[config.mk]
export PLATFORM = sky130hd
export DESIGN_NAME = swi_trap_seq
export DESIGN_NICKNAME = d
export VERILOG_FILES = /design/src/rtl/swi_trap_pkg.sv /design/src/rtl/swi_step_ctrl.sv /design/src/rtl/swi_ctx_regs.sv /design/src/rtl/swi_bus_mux.sv /design/src/rtl/swi_trap_seq.sv
export SDC_FILE = /design/constraint.sdc
export NUM_CORES = 1
export LEC_CHECK = 0
export ABC_AREA = 0
export BUFFER_PORTS_ARGS = -buffer_cell sky130_fd_sc_hd__buf_2
export CAP_MARGIN = 5
export CORE_UTILIZATION = 40
export DETAILED_ROUTE_END_ITERATION = 6
export HOLD_SLACK_MARGIN = 0.05
export MAX_ROUTING_LAYER = met4
export PLACE_DENSITY_LB_ADDON = 0.08
export SLEW_MARGIN = 25
export SYNTH_ARGS = -nofsm -noshare
export SYNTH_HDL_FRONTEND = slang
export SYNTH_HIERARCHICAL = 1
export SYNTH_SLANG_ARGS = --single-unit
[constraint.sdc]
create_clock -name clk -period 2.46 [get_ports clk]
set_input_delay 0.123 -clock clk [delete_from_list [all_inputs] [get_ports clk]]
set_output_delay 0.123 -clock clk [all_outputs]
set_load 0.05 [all_outputs]
[src/rtl/swi_trap_pkg.sv]
package swi_trap_pkg;
  localparam int STEP_W = 4;
  localparam int NUM_STEPS = 10;

  typedef enum logic [STEP_W-1:0] {
    ST_INC      = 4'd0,
    ST_PUSH_PCL = 4'd1,
    ST_PUSH_PCH = 4'd2,
    ST_PUSH_X   = 4'd3,
    ST_PUSH_A   = 4'd4,
    ST_PUSH_CCR = 4'd5,
    ST_MASK     = 4'd6,
    ST_VEC_HI   = 4'd7,
    ST_VEC_LO   = 4'd8,
    ST_FINISH   = 4'd9
  } step_e;
endpackage

[src/rtl/swi_step_ctrl.sv]
module swi_step_ctrl
  import swi_trap_pkg::*;
(
  input  logic  clk,
  input  logic  rst,
  input  logic  start_i,
  output logic  accept_o,
  output logic  busy_o,
  output step_e step_o,
  output logic  done_o
);
  logic  busy_q;
  step_e step_q;

  assign accept_o = start_i && !busy_q;

  always_ff @(posedge clk) begin
    if (rst) begin
      busy_q <= 1'b0;
      step_q <= ST_INC;
    end else if (accept_o) begin
      busy_q <= 1'b1;
      step_q <= ST_INC;
    end else if (busy_q) begin
      if (step_q == ST_FINISH) begin
        busy_q <= 1'b0;
        step_q <= ST_INC;
      end else begin
        step_q <= step_e'(step_q + 4'd1);
      end
    end
  end

  assign busy_o = busy_q;
  assign step_o = step_q;
  assign done_o = busy_q && (step_q == ST_FINISH);

  // accepted start opens the sequence at its first step
  assert_start_opens_R1: assert property (@(posedge clk) disable iff (rst)
    accept_o |=> (busy_o && step_o == ST_INC));

  // while running, each cycle moves exactly one step (no restart)
  assert_start_ignored_R6: assert property (@(posedge clk) disable iff (rst)
    (busy_o && !done_o) |=> (busy_o && (4'(step_o) == 4'($past(step_o)) + 4'd1)));

  // done is a single-cycle pulse
  assert_done_pulse_R1: assert property (@(posedge clk) disable iff (rst)
    done_o |=> !done_o);
endmodule

[src/rtl/swi_ctx_regs.sv]
module swi_ctx_regs
  import swi_trap_pkg::*;
#(
  parameter int DATA_W = 8,
  parameter int I_BIT  = 3,
  localparam int PC_W  = 2 * DATA_W
) (
  input  logic              clk,
  input  logic              rst,
  input  logic              accept_i,
  input  logic              busy_i,
  input  step_e             step_i,
  input  logic [PC_W-1:0]   pc_i,
  input  logic [DATA_W-1:0] x_i,
  input  logic [DATA_W-1:0] a_i,
  input  logic [DATA_W-1:0] ccr_i,
  input  logic [DATA_W-1:0] sp_i,
  input  logic [DATA_W-1:0] rdata_i,
  output logic [PC_W-1:0]   ret_o,
  output logic [DATA_W-1:0] x_o,
  output logic [DATA_W-1:0] a_o,
  output logic [DATA_W-1:0] ccr_o,
  output logic [DATA_W-1:0] sp_o,
  output logic [PC_W-1:0]   vec_o
);
  localparam logic [DATA_W-1:0] I_MASK = DATA_W'(1) << I_BIT;

  logic [PC_W-1:0]   ret_q;
  logic [DATA_W-1:0] x_q, a_q, ccr_q, sp_q, vhi_q, vlo_q;
  logic              push_step;

  assign push_step = busy_i && (step_i >= ST_PUSH_PCL) && (step_i <= ST_PUSH_CCR);

  always_ff @(posedge clk) begin
    if (rst) begin
      ret_q <= '0;
      x_q   <= '0;
      a_q   <= '0;
      ccr_q <= '0;
      sp_q  <= '0;
      vhi_q <= '0;
      vlo_q <= '0;
    end else if (accept_i) begin
      ret_q <= pc_i;
      x_q   <= x_i;
      a_q   <= a_i;
      ccr_q <= ccr_i;
      sp_q  <= sp_i;
    end else if (busy_i) begin
      if (step_i == ST_INC)    ret_q <= ret_q + PC_W'(1);
      if (push_step)           sp_q  <= sp_q - DATA_W'(1);
      if (step_i == ST_MASK)   ccr_q <= ccr_q | I_MASK;
      if (step_i == ST_VEC_HI) vhi_q <= rdata_i;
      if (step_i == ST_VEC_LO) vlo_q <= rdata_i;
    end
  end

  assign ret_o = ret_q;
  assign x_o   = x_q;
  assign a_o   = a_q;
  assign ccr_o = ccr_q;
  assign sp_o  = sp_q;
  assign vec_o = {vhi_q, vlo_q};

  // every push step leaves SP one lower
  assert_sp_dec_R3: assert property (@(posedge clk) disable iff (rst)
    push_step |=> (sp_q == $past(sp_q) - DATA_W'(1)));

  // mask step sets I and keeps the other flags
  assert_mask_set_R4: assert property (@(posedge clk) disable iff (rst)
    (busy_i && step_i == ST_MASK) |=>
      (ccr_q[I_BIT] && ((ccr_q & ~I_MASK) == ($past(ccr_q) & ~I_MASK))));

  // flags are never modified before they are stacked
  assert_ccr_hold_R4: assert property (@(posedge clk) disable iff (rst)
    (busy_i && step_i < ST_MASK) |=> $stable(ccr_q));
endmodule

[src/rtl/swi_bus_mux.sv]
module swi_bus_mux
  import swi_trap_pkg::*;
#(
  parameter int DATA_W = 8,
  parameter logic [DATA_W-1:0] STACK_PAGE = 8'h01,
  parameter logic [2*DATA_W-1:0] VEC_HI_ADDR = 16'hFFFC,
  parameter logic [2*DATA_W-1:0] VEC_LO_ADDR = 16'hFFFD,
  localparam int PC_W = 2 * DATA_W
) (
  input  logic              clk,
  input  logic              rst,
  input  logic              busy_i,
  input  step_e             step_i,
  input  logic [PC_W-1:0]   ret_i,
  input  logic [DATA_W-1:0] x_i,
  input  logic [DATA_W-1:0] a_i,
  input  logic [DATA_W-1:0] ccr_i,
  input  logic [DATA_W-1:0] sp_i,
  output logic [PC_W-1:0]   addr_o,
  output logic              we_o,
  output logic [DATA_W-1:0] wdata_o,
  output logic              re_o
);
  always_comb begin
    addr_o  = '0;
    we_o    = 1'b0;
    wdata_o = '0;
    re_o    = 1'b0;
    if (busy_i) begin
      case (step_i)
        ST_PUSH_PCL: begin we_o = 1'b1; addr_o = {STACK_PAGE, sp_i}; wdata_o = ret_i[DATA_W-1:0]; end
        ST_PUSH_PCH: begin we_o = 1'b1; addr_o = {STACK_PAGE, sp_i}; wdata_o = ret_i[PC_W-1:DATA_W]; end
        ST_PUSH_X:   begin we_o = 1'b1; addr_o = {STACK_PAGE, sp_i}; wdata_o = x_i; end
        ST_PUSH_A:   begin we_o = 1'b1; addr_o = {STACK_PAGE, sp_i}; wdata_o = a_i; end
        ST_PUSH_CCR: begin we_o = 1'b1; addr_o = {STACK_PAGE, sp_i}; wdata_o = ccr_i; end
        ST_VEC_HI:   begin re_o = 1'b1; addr_o = VEC_HI_ADDR; end
        ST_VEC_LO:   begin re_o = 1'b1; addr_o = VEC_LO_ADDR; end
        default: ;
      endcase
    end
  end

  // never a read and a write together
  assert_one_access_R8: assert property (@(posedge clk) disable iff (rst)
    !(we_o && re_o));

  // an idle sequencer leaves the bus quiet
  assert_idle_quiet_R7: assert property (@(posedge clk) disable iff (rst)
    !busy_i |-> (!we_o && !re_o));

  // high vector read is followed by the low vector read
  assert_vec_order_R5: assert property (@(posedge clk) disable iff (rst)
    (re_o && addr_o == VEC_HI_ADDR) |=> (re_o && addr_o == VEC_LO_ADDR));
endmodule

[src/rtl/swi_trap_seq.sv]
module swi_trap_seq
  import swi_trap_pkg::*;
#(
  parameter int DATA_W = 8,
  parameter int I_BIT = 3,
  parameter logic [DATA_W-1:0] STACK_PAGE = 8'h01,
  parameter logic [2*DATA_W-1:0] VEC_HI_ADDR = 16'hFFFC,
  parameter logic [2*DATA_W-1:0] VEC_LO_ADDR = 16'hFFFD
) (
  input  logic                clk,
  input  logic                rst,
  input  logic                start_i,
  input  logic [2*DATA_W-1:0] pc_i,
  input  logic [DATA_W-1:0]   x_i,
  input  logic [DATA_W-1:0]   a_i,
  input  logic [DATA_W-1:0]   ccr_i,
  input  logic [DATA_W-1:0]   sp_i,
  output logic [2*DATA_W-1:0] mem_addr_o,
  output logic                mem_we_o,
  output logic [DATA_W-1:0]   mem_wdata_o,
  output logic                mem_re_o,
  input  logic [DATA_W-1:0]   mem_rdata_i,
  output logic                busy_o,
  output logic                done_o,
  output logic [2*DATA_W-1:0] pc_o,
  output logic [DATA_W-1:0]   sp_o,
  output logic [DATA_W-1:0]   ccr_o
);
  localparam int PC_W = 2 * DATA_W;

  logic              accept, busy;
  step_e             step;
  logic [PC_W-1:0]   ret, vec;
  logic [DATA_W-1:0] x_q, a_q, ccr_q, sp_q;

  swi_step_ctrl u_ctrl (
    .clk(clk), .rst(rst), .start_i(start_i), .accept_o(accept),
    .busy_o(busy), .step_o(step), .done_o(done_o)
  );

  swi_ctx_regs #(.DATA_W(DATA_W), .I_BIT(I_BIT)) u_ctx (
    .clk(clk), .rst(rst), .accept_i(accept), .busy_i(busy), .step_i(step),
    .pc_i(pc_i), .x_i(x_i), .a_i(a_i), .ccr_i(ccr_i), .sp_i(sp_i),
    .rdata_i(mem_rdata_i), .ret_o(ret), .x_o(x_q), .a_o(a_q),
    .ccr_o(ccr_q), .sp_o(sp_q), .vec_o(vec)
  );

  swi_bus_mux #(.DATA_W(DATA_W), .STACK_PAGE(STACK_PAGE),
                .VEC_HI_ADDR(VEC_HI_ADDR), .VEC_LO_ADDR(VEC_LO_ADDR)) u_bus (
    .clk(clk), .rst(rst), .busy_i(busy), .step_i(step), .ret_i(ret),
    .x_i(x_q), .a_i(a_q), .ccr_i(ccr_q), .sp_i(sp_q),
    .addr_o(mem_addr_o), .we_o(mem_we_o), .wdata_o(mem_wdata_o), .re_o(mem_re_o)
  );

  assign busy_o = busy;
  assign pc_o   = vec;
  assign sp_o   = sp_q;
  assign ccr_o  = ccr_q;

  // completion always reports the mask set
  assert_done_masked_R4: assert property (@(posedge clk) disable iff (rst)
    done_o |-> ccr_o[I_BIT]);
endmodule

==> metrics.md, run 1 <==
| Metric | Value |
|---|---|
| Most frequent cells after synthesis | `71 x nor2_1, 69 x dfxtp_1, 39 x mux2i_1` |
| I/O pin cnt | `119` |
| DRT iter0 DRCs | `150` |
| CP endpoint kind | `output port` |
| Met2 usage | `33.8%` |
| Number of synthesized flops with an enable pin | `0` |
| Hold Vio Cnt, Final | `0` |
| Cells after synthesis | `415` |
| Initial core utilization | `41.6%` |
| Drt drc | `20` |
| Busiest layer in global routing | `met2` |
| Fill cells | `between 800 and 900` |
| Storage cell area | `1380 µm²` |
| Status | `finished, violations left` |
| Hold EP | `u_ctx/sp_o[6]$_SDFFE_PP0P_` |
| Cts bufs inserted | `9` |
| CTS tree | `yes` |
| Tightest Pin Transition | `675 ps` |
| ANT cells | `0` |
| Fmax | `between 400 and 500 MHz` |
| Port Buf Inserts | `118` |
| Post-route cell area | `5070 µm²` |
| Initial antenna violation count | `0` |
| RSZ-0062 raised after global routing | `no` |
| Worst-Skew Late Latency | `350 ps` |
| Wirelength, routed | `10,200 µm` |
| Critical path required time | `between 2000 and 2500 ps` |
| Clock sink total | `69` |
| Layout cells sized above 1 | `31.3%` |
| Pleak | `0.00222 µW` |
| Largest net degree at the start of global routing | `35` |
| Die Ht | `97.7 µm` |
| Worst slew margin | `55.0%` |
| Floorplan core area | `between 8000 and 9000 µm²` |
| Max Slew Vio Count | `0` |
| Setup_tns | `0 ps` |
| Cell Rows | `34` |
| Power Density | `534 nW/µm²` |
| Min-Delay Path Class | `input pin to flop` |
| Die W | `97.7 µm` |
| Clock tree root buffer cell | `clkbuf_8` |
| DP HPWL | `6850 µm` |
| Max-cap violations | `0` |
| Final GP Congestion | `0.774` |
| Crit Path Category | `flop to output port` |
| # nets final | `637` |
| Clock Skew | `6.86 ps` |
| Minimum hold slack | `71.5 ps` |
| Asr flop ratio synth | `0%` |
| Mapped Area | `3660 µm²` |
| Global-route wire length before repair | `approximately 17,000 µm` |
| M3 GR Usage | `between 3 and 4%` |
| Hold_sp | `sp_i[6]` |
| Area of the multi-input gates | `2100 µm²` |
| H-tree depth | `3` |
| GRT met1 Usage | `30.2%` |
| Final ANT Viol Nets | `0` |
| Area added between synthesis and finish | `38.2%` |
| Setup-failing EPs final | `0` |
| Global Route Usage Sum | `between 20 and 25%` |
| CTS Buffer Depth | `2` |
| Place WS | `373 ps` |
| Worst IR drop on VDD | `285 µV` |
| Failing checks | `design-rule violations` |
| Fin crit share | `between 90 and 100%` |
| Hold path cells | `3` |
| Worst setup SP type | `flop` |
| Internal reg-to-reg setup slack | `just under 400 ps` |
| Routed wire per std cell | `14.8 µm` |
| Worst r2r src | `u_ctrl/step_o[1]$_SDFFE_PP0P_` |
| Synth cell types | `58` |
| Synth Net Count | `476` |
| Yosys warnings | `6` |
| Seq cells post-synth | `69` |
| Vias per cell | `5.16` |
| Critical Path AT | `2160 ps` |
| R2R cell count | `4` |
| Dominant synthesized flop cell | `dfxtp_1` |
| Gr ovfl total | `0` |
| Synth top area share | `approximately 38%` |
| DR pass1 iterations | `7` |
| Post-Place Cell Area | `4340 µm²` |
| Final worst slack | `180 ps` |
| Synth area leader | `dfxtp_1` |
| Worst r2r dst | `u_ctx/ret_o[14]$_SDFFE_PP0P_` |
| Sequential area share after synthesis | `37.7%` |
| Ranking of synthesized cells by area | `dfxtp_1 38%, mux2i_1 11%, nor2_1 7.3%, and3b_1 3.8%, a311oi_1 2.9%` |
| Clock transition at the registers of the reported paths | `80 ps` |
| Syn avg cell area | `8.83 µm²` |
| Fin util | `57.5%` |
| Vias | `3,556` |
| Top-count cell post-synth | `nor2_1` |
| Fin crit period | `2280 ps` |
| Full die area | `9550 µm²` |
| Crit-path max FO | `33` |
| Number of global-route vias before repair | `3,358` |
==> cells in the final DEF (no fill, tap or decap), types with 11 or more instances in the layout <==
cell type	instances
dlygate4sd3_1	49
mux2i_1	39
dfxtp_1	68
buf_2	118
a21oi_1	12
nor2_1	71
and3b_1	16
buf_4	15
o21ai_0	20
a311oi_1	12
or3_1	11
==> registers in the layout, summed over array words and instances, names as in the netlist <==
name and cells:
u_ctx/ret_o 16, u_ctx/a_o 8, u_ctx/ccr_o 8, u_ctx/sp_o 8, u_ctx/vhi_q 8, u_ctx/vlo_q 8
u_ctx/x_o 8, u_ctrl/step_o 4, u_ctrl/busy_o 1
==> layout make-up <==
cell class	count	area share, %
Clock buffer	9	2.45
Clock inverter	7	1.61
Inverter	9	0.667
Multi-Input combinational cell	304	41.4
Sequential cell	69	27.3
Tap cell	108	2.67
Timing Repair Buffer	183	24.0
==> layer usage <==
metal	share of wire (%)	wire length, µm	up-vias
li1	-	-	1816
met1	50	5090	1625
met2	44	4480	100
met3	4.6	463	15
met4	1.3	131	0
met5	0	0	-
==> cell families after synthesis <==
logic type                 Yosys count  share of synthesized area (%)
AOI/OAI and AO/OA                   77                           14.7
xor gates and xnor gates            12                           2.87
adders and majority gates            2                          0.683
buffers and inverters               42                           5.53
DFF                                 69                           37.7
muxes                               47                           13.1
and+or+nand+nor                    166                           25.4
==> report_power, final <==
group	switching (µW)	total [µW]	internal, µW
Clock	490	974	484
Combinational	271	487	216
Sequential	67.0	1240	1180
==> worst max-delay path by stage <==
stage                                        startpoint  slack (ps)                         end
after floorplan                u_ctrl/busy_o$_SDFF_PP0_         150  u_ctx/sp_o[7]$_SDFFE_PP0P_
after global placement    u_ctrl/step_o[3]$_SDFFE_PP0P_         460               mem_addr_o[8]
after detailed placement  u_ctrl/step_o[3]$_SDFFE_PP0P_         370               mem_addr_o[8]
after CTS                 u_ctrl/step_o[2]$_SDFFE_PP0P_          70               mem_addr_o[8]
after global routing      u_ctrl/step_o[2]$_SDFFE_PP0P_          60               mem_addr_o[8]
final                     u_ctrl/step_o[2]$_SDFFE_PP0P_         180               mem_addr_o[8]
==> critical path, cell delays in order (launching register included) <==
cell and delay [ps]:
dfxtp_1 320, buf_4 220, or3_1 410, nand4b_2 240
inv_2 160, or2_1 250, buf_2 210
==> through the flow <==
stage	cells	total power, µW
floorplan	415	1550
global placement	622	1690
detailed placement	622	1700
CTS	687	2730
global route	689	2830
finish	689	2710
==> timing repair <==
| item | 4_1_cts | 5_1_grt |
|---|---|---|
| buffers inserted | 0 | 2 |
| gates resized for setup | 1 | 0 |
| pin swaps | 0 | 1 |
| endpoints found under the setup margin | 7 | 5 |
| endpoints found under the hold margin | 56 | 0 |
| hold buffers | 49 | 0 |
Power figures use the tool's default switching activity.
==> inputs of run 2 (changes only) <==
==> constraint.sdc (replaced) <==
create_clock -name clk -period 2.46 [get_ports clk]
set_input_delay 0.369 -clock clk [delete_from_list [all_inputs] [get_ports clk]]
set_output_delay 0.369 -clock clk [all_outputs]
set_load 0.05 [all_outputs]
==> run 2 against run 1 <==
Sequential share of layout area up 2.3 points; global-route usage shrank 1.0 points; first-iteration DRC count decreased by 13%; power rose by 1.5%; maximum frequency fell by 2.4%; clock-buffer cell count stayed put; clock skew is essentially flat; via count shrank 4.9%; clock power rose by 9.9%; routed wire length decreased by 5.9%; largest cell class unchanged; setup slack worse by 55 ps; the flow still finishes with violations (design-rule violations); combinational power fell by 13%.
==> metrics.md, run 2 (synthesis gave the netlist of run 1 again) <==
| Metric | Value |
|---|---|
| Status | `finished, violations left (unchanged)` |
| Failing checks | `design-rule violations (unchanged)` |
| CP endpoint kind | `output port (unchanged)` |
| Hold Vio Cnt, Final | `0 (unchanged)` |
| Cts bufs inserted | `9 (unchanged)` |
| Vias | `3,383 (was 3,556)` |
| Area added between synthesis and finish | `28.1% (was 38.2%)` |
| Worst slew margin | `57.2% (was 55.0%)` |
| Drt drc | `20 (unchanged)` |
| Worst-Skew Late Latency | `350 ps (about the same)` |
| Gr ovfl total | `0 (unchanged)` |
| Switching share of total power | `29.5% (was 30.6%)` |
| Commonest non-fill, non-tap cells in the layout | `110 x buf_2, 71 x nor2_1, 65 x dfxtp_1 (was 118 x buf_2, 71 x nor2_1, 68 x dfxtp_1)` |
| Clock sink total | `69 (unchanged)` |
| Die Ht | `97.7 µm (unchanged)` |
| Pint | `1930 µW (was 1880 µW)` |
| Max-cap violations | `0 (unchanged)` |
| I/O pin cnt | `119 (unchanged)` |
| Wirelength, routed | `9570 µm (was 10,200 µm)` |
| Global Route Usage Sum | `21.5% (was 22.5%)` |
| Crit-path max FO | `16 (was 33)` |
| Initial core utilization | `41.6% (unchanged)` |
| Logic pwr share | `15.5% (was 18.0%)` |
| Fill cells | `849 (was 829)` |
| Global-route wire length before repair | `15,800 µm (was 16,600 µm)` |
| Min-Delay Path Class | `input pin to flop (unchanged)` |
| Fin crit share | `94.9% (was 92.7%)` |
| ANT cells | `0 (unchanged)` |
| Net Switching | `811 µW (was 828 µW)` |
| Critical path required time | `2090 ps (was 2340 ps)` |
| Critical Path AT | `1970 ps (was 2160 ps)` |
| Crit-path cells | `or3_1 > nand4b_2 > inv_2 > a21o_2 > buf_2 (was buf_4 > or3_1 > nand4b_2 > inv_2 > or2_1 > buf_2)` |
| Final ANT Viol Nets | `0 (unchanged)` |
| Fin crit period | `2340 ps (was 2280 ps)` |
| DR pass1 iterations | `7 (unchanged)` |
| Commonest non-fill, non-tap cell in the layout | `buf_2 (unchanged)` |
| Max reg flops | `16 (unchanged)` |
| Vias per cell | `5.25 (was 5.16)` |
| Fmax | `428 MHz (was 439 MHz)` |
| Clk network pwr share | `39.0% (was 36.0%)` |
| Final GP Congestion | `0.810 (was 0.774)` |
| Crit-path max cell delay | `510 ps (was 410 ps)` |
| DRT iter0 DRCs | `131 (was 150)` |
| Layout cells sized above 1 | `35.8% (was 31.3%)` |
| Initial antenna violation count | `0 (unchanged)` |
| Setup_tns | `0 ps (unchanged)` |
| H-tree depth | `3 (unchanged)` |
| DP HPWL | `6810 µm (was 6850 µm)` |
| Placed Cells | `627 (was 622)` |
| Floorplan core area | `8810 µm² (unchanged)` |
| CTS Buffer Depth | `2 (unchanged)` |
| Number of global-route vias before repair | `3,148 (was 3,358)` |
| Worst IR drop on VDD | `359 µV (was 285 µV)` |
| Port Buf Inserts | `118 (unchanged)` |
| CTS tree | `yes (unchanged)` |
| Clock Skew | `7.00 ps (was 6.86 ps)` |
| Finished Layout Cells | `644 (was 689)` |
| Power Density | `585 nW/µm² (was 534 nW/µm²)` |
| Clock tree root buffer cell | `clkbuf_8 (unchanged)` |
| CP max stage cell | `dfxtp_2 (was or3_1)` |
| Routed wire per std cell | `14.9 µm (was 14.8 µm)` |
| Reg power frac | `45.6% (was 46.0%)` |
| Cell Rows | `34 (unchanged)` |
| Tightest Pin Transition | `643 ps (was 675 ps)` |
| # nets final | `592 (was 637)` |
| Clock transition at the registers of the reported paths | `80 ps (about the same)` |
| Full die area | `9550 µm² (unchanged)` |
| Die W | `97.7 µm (unchanged)` |
| Setup-failing EPs final | `0 (unchanged)` |
| Crit Path Category | `flop to output port (unchanged)` |
| Max Slew Vio Count | `0 (unchanged)` |
| Worst setup SP type | `flop (unchanged)` |
| Pleak | `0.00207 µW (was 0.00222 µW)` |
| Largest net degree at the start of global routing | `35 (unchanged)` |
-- run 2: final cells by class --
type | count | area [µm²] | area share (%)
clock buffer | 9 | 124 | 2.64
clock inverter | 7 | 105 | 2.24
inverter | 9 | 33.8 | 0.719
multi-input combinational | 304 | 2110 | 45.0
sequential | 69 | 1390 | 29.6
tap | 108 | 135 | 2.88
timing repair buffer | 138 | 797 | 17.0
-- run 2: through the flow --
step / total power (µW) / worst slack (ps) / hold WS (ps) / util, % / cell area [µm²]
after floorplan: 1550 / 30.3 / 448 / - / 3670
after global placement: 1690 / 252 / 469 / 49.9 / 4390
after detailed placement: 1700 / 207 / 478 / 49.9 / 4390
after CTS: 2780 / 48.5 / 231 / 52.7 / 4640
after global routing: 2880 / -6.55 / 248 / 53.3 / 4700
final: 2750 / 125 / 249 / 53.3 / 4700
-- run 2: path summary, 6_finish.rpt --
check	slack (ps)	to	depth (start not counted)	from
worst max-delay path	120	mem_addr_o[6]	5	u_ctrl/step_o[1]$_SDFFE_PP0P_
worst min-delay path	250	u_ctx/ccr_o[1]$_SDFFE_PP0P_	3	ccr_i[1]
worst min register to register	500	u_ctx/vhi_q[2]$_SDFFE_PP0P_	2	u_ctx/vhi_q[2]$_SDFFE_PP0P_
worst max register to register	300	u_ctx/ret_o[10]$_SDFFE_PP0P_	4	u_ctrl/step_o[1]$_SDFFE_PP0P_
-- run 2: worst max-delay path: cells and delay by family, from the launching register on --
family          cells  cell delay [ps]
buf+inv             2              510
flops               1              510
simple gates        2              450
compound gates      1              150
-- run 2: repair_timing --
item / in CTS / in global routing
hold buffers: 0 / 0
setup endpoints to repair: 24 / 16
resized for setup: 9 / 11
setup buffers: 0 / 1
pin swaps: 1 / 2
gates cloned: 0 / 0
-- run 2: power by group through the flow --
stage	combinational (µW)	clock [µW]	sequential, µW
6_report	424	1070	1250
5_1_grt	463	1160	1260
4_1_cts	425	1100	1250
3_5_place_dp	422	0	1280
3_3_place_gp	417	0	1270
2_1_floorplan	226	0	1320
-- run 2: layer usage --
layer / vias up / part of all wire, % / track usage, % / routed length, µm
met3: 8 / 5.6 / 4.96 / 539
met4: 0 / 0.89 / 4.90 / 85
li1: 1733 / - / - / -
met1: 1541 / 50 / 29.8 / 4750
met2: 101 / 44 / 31.5 / 4190
met5: - / 0 / - / 0
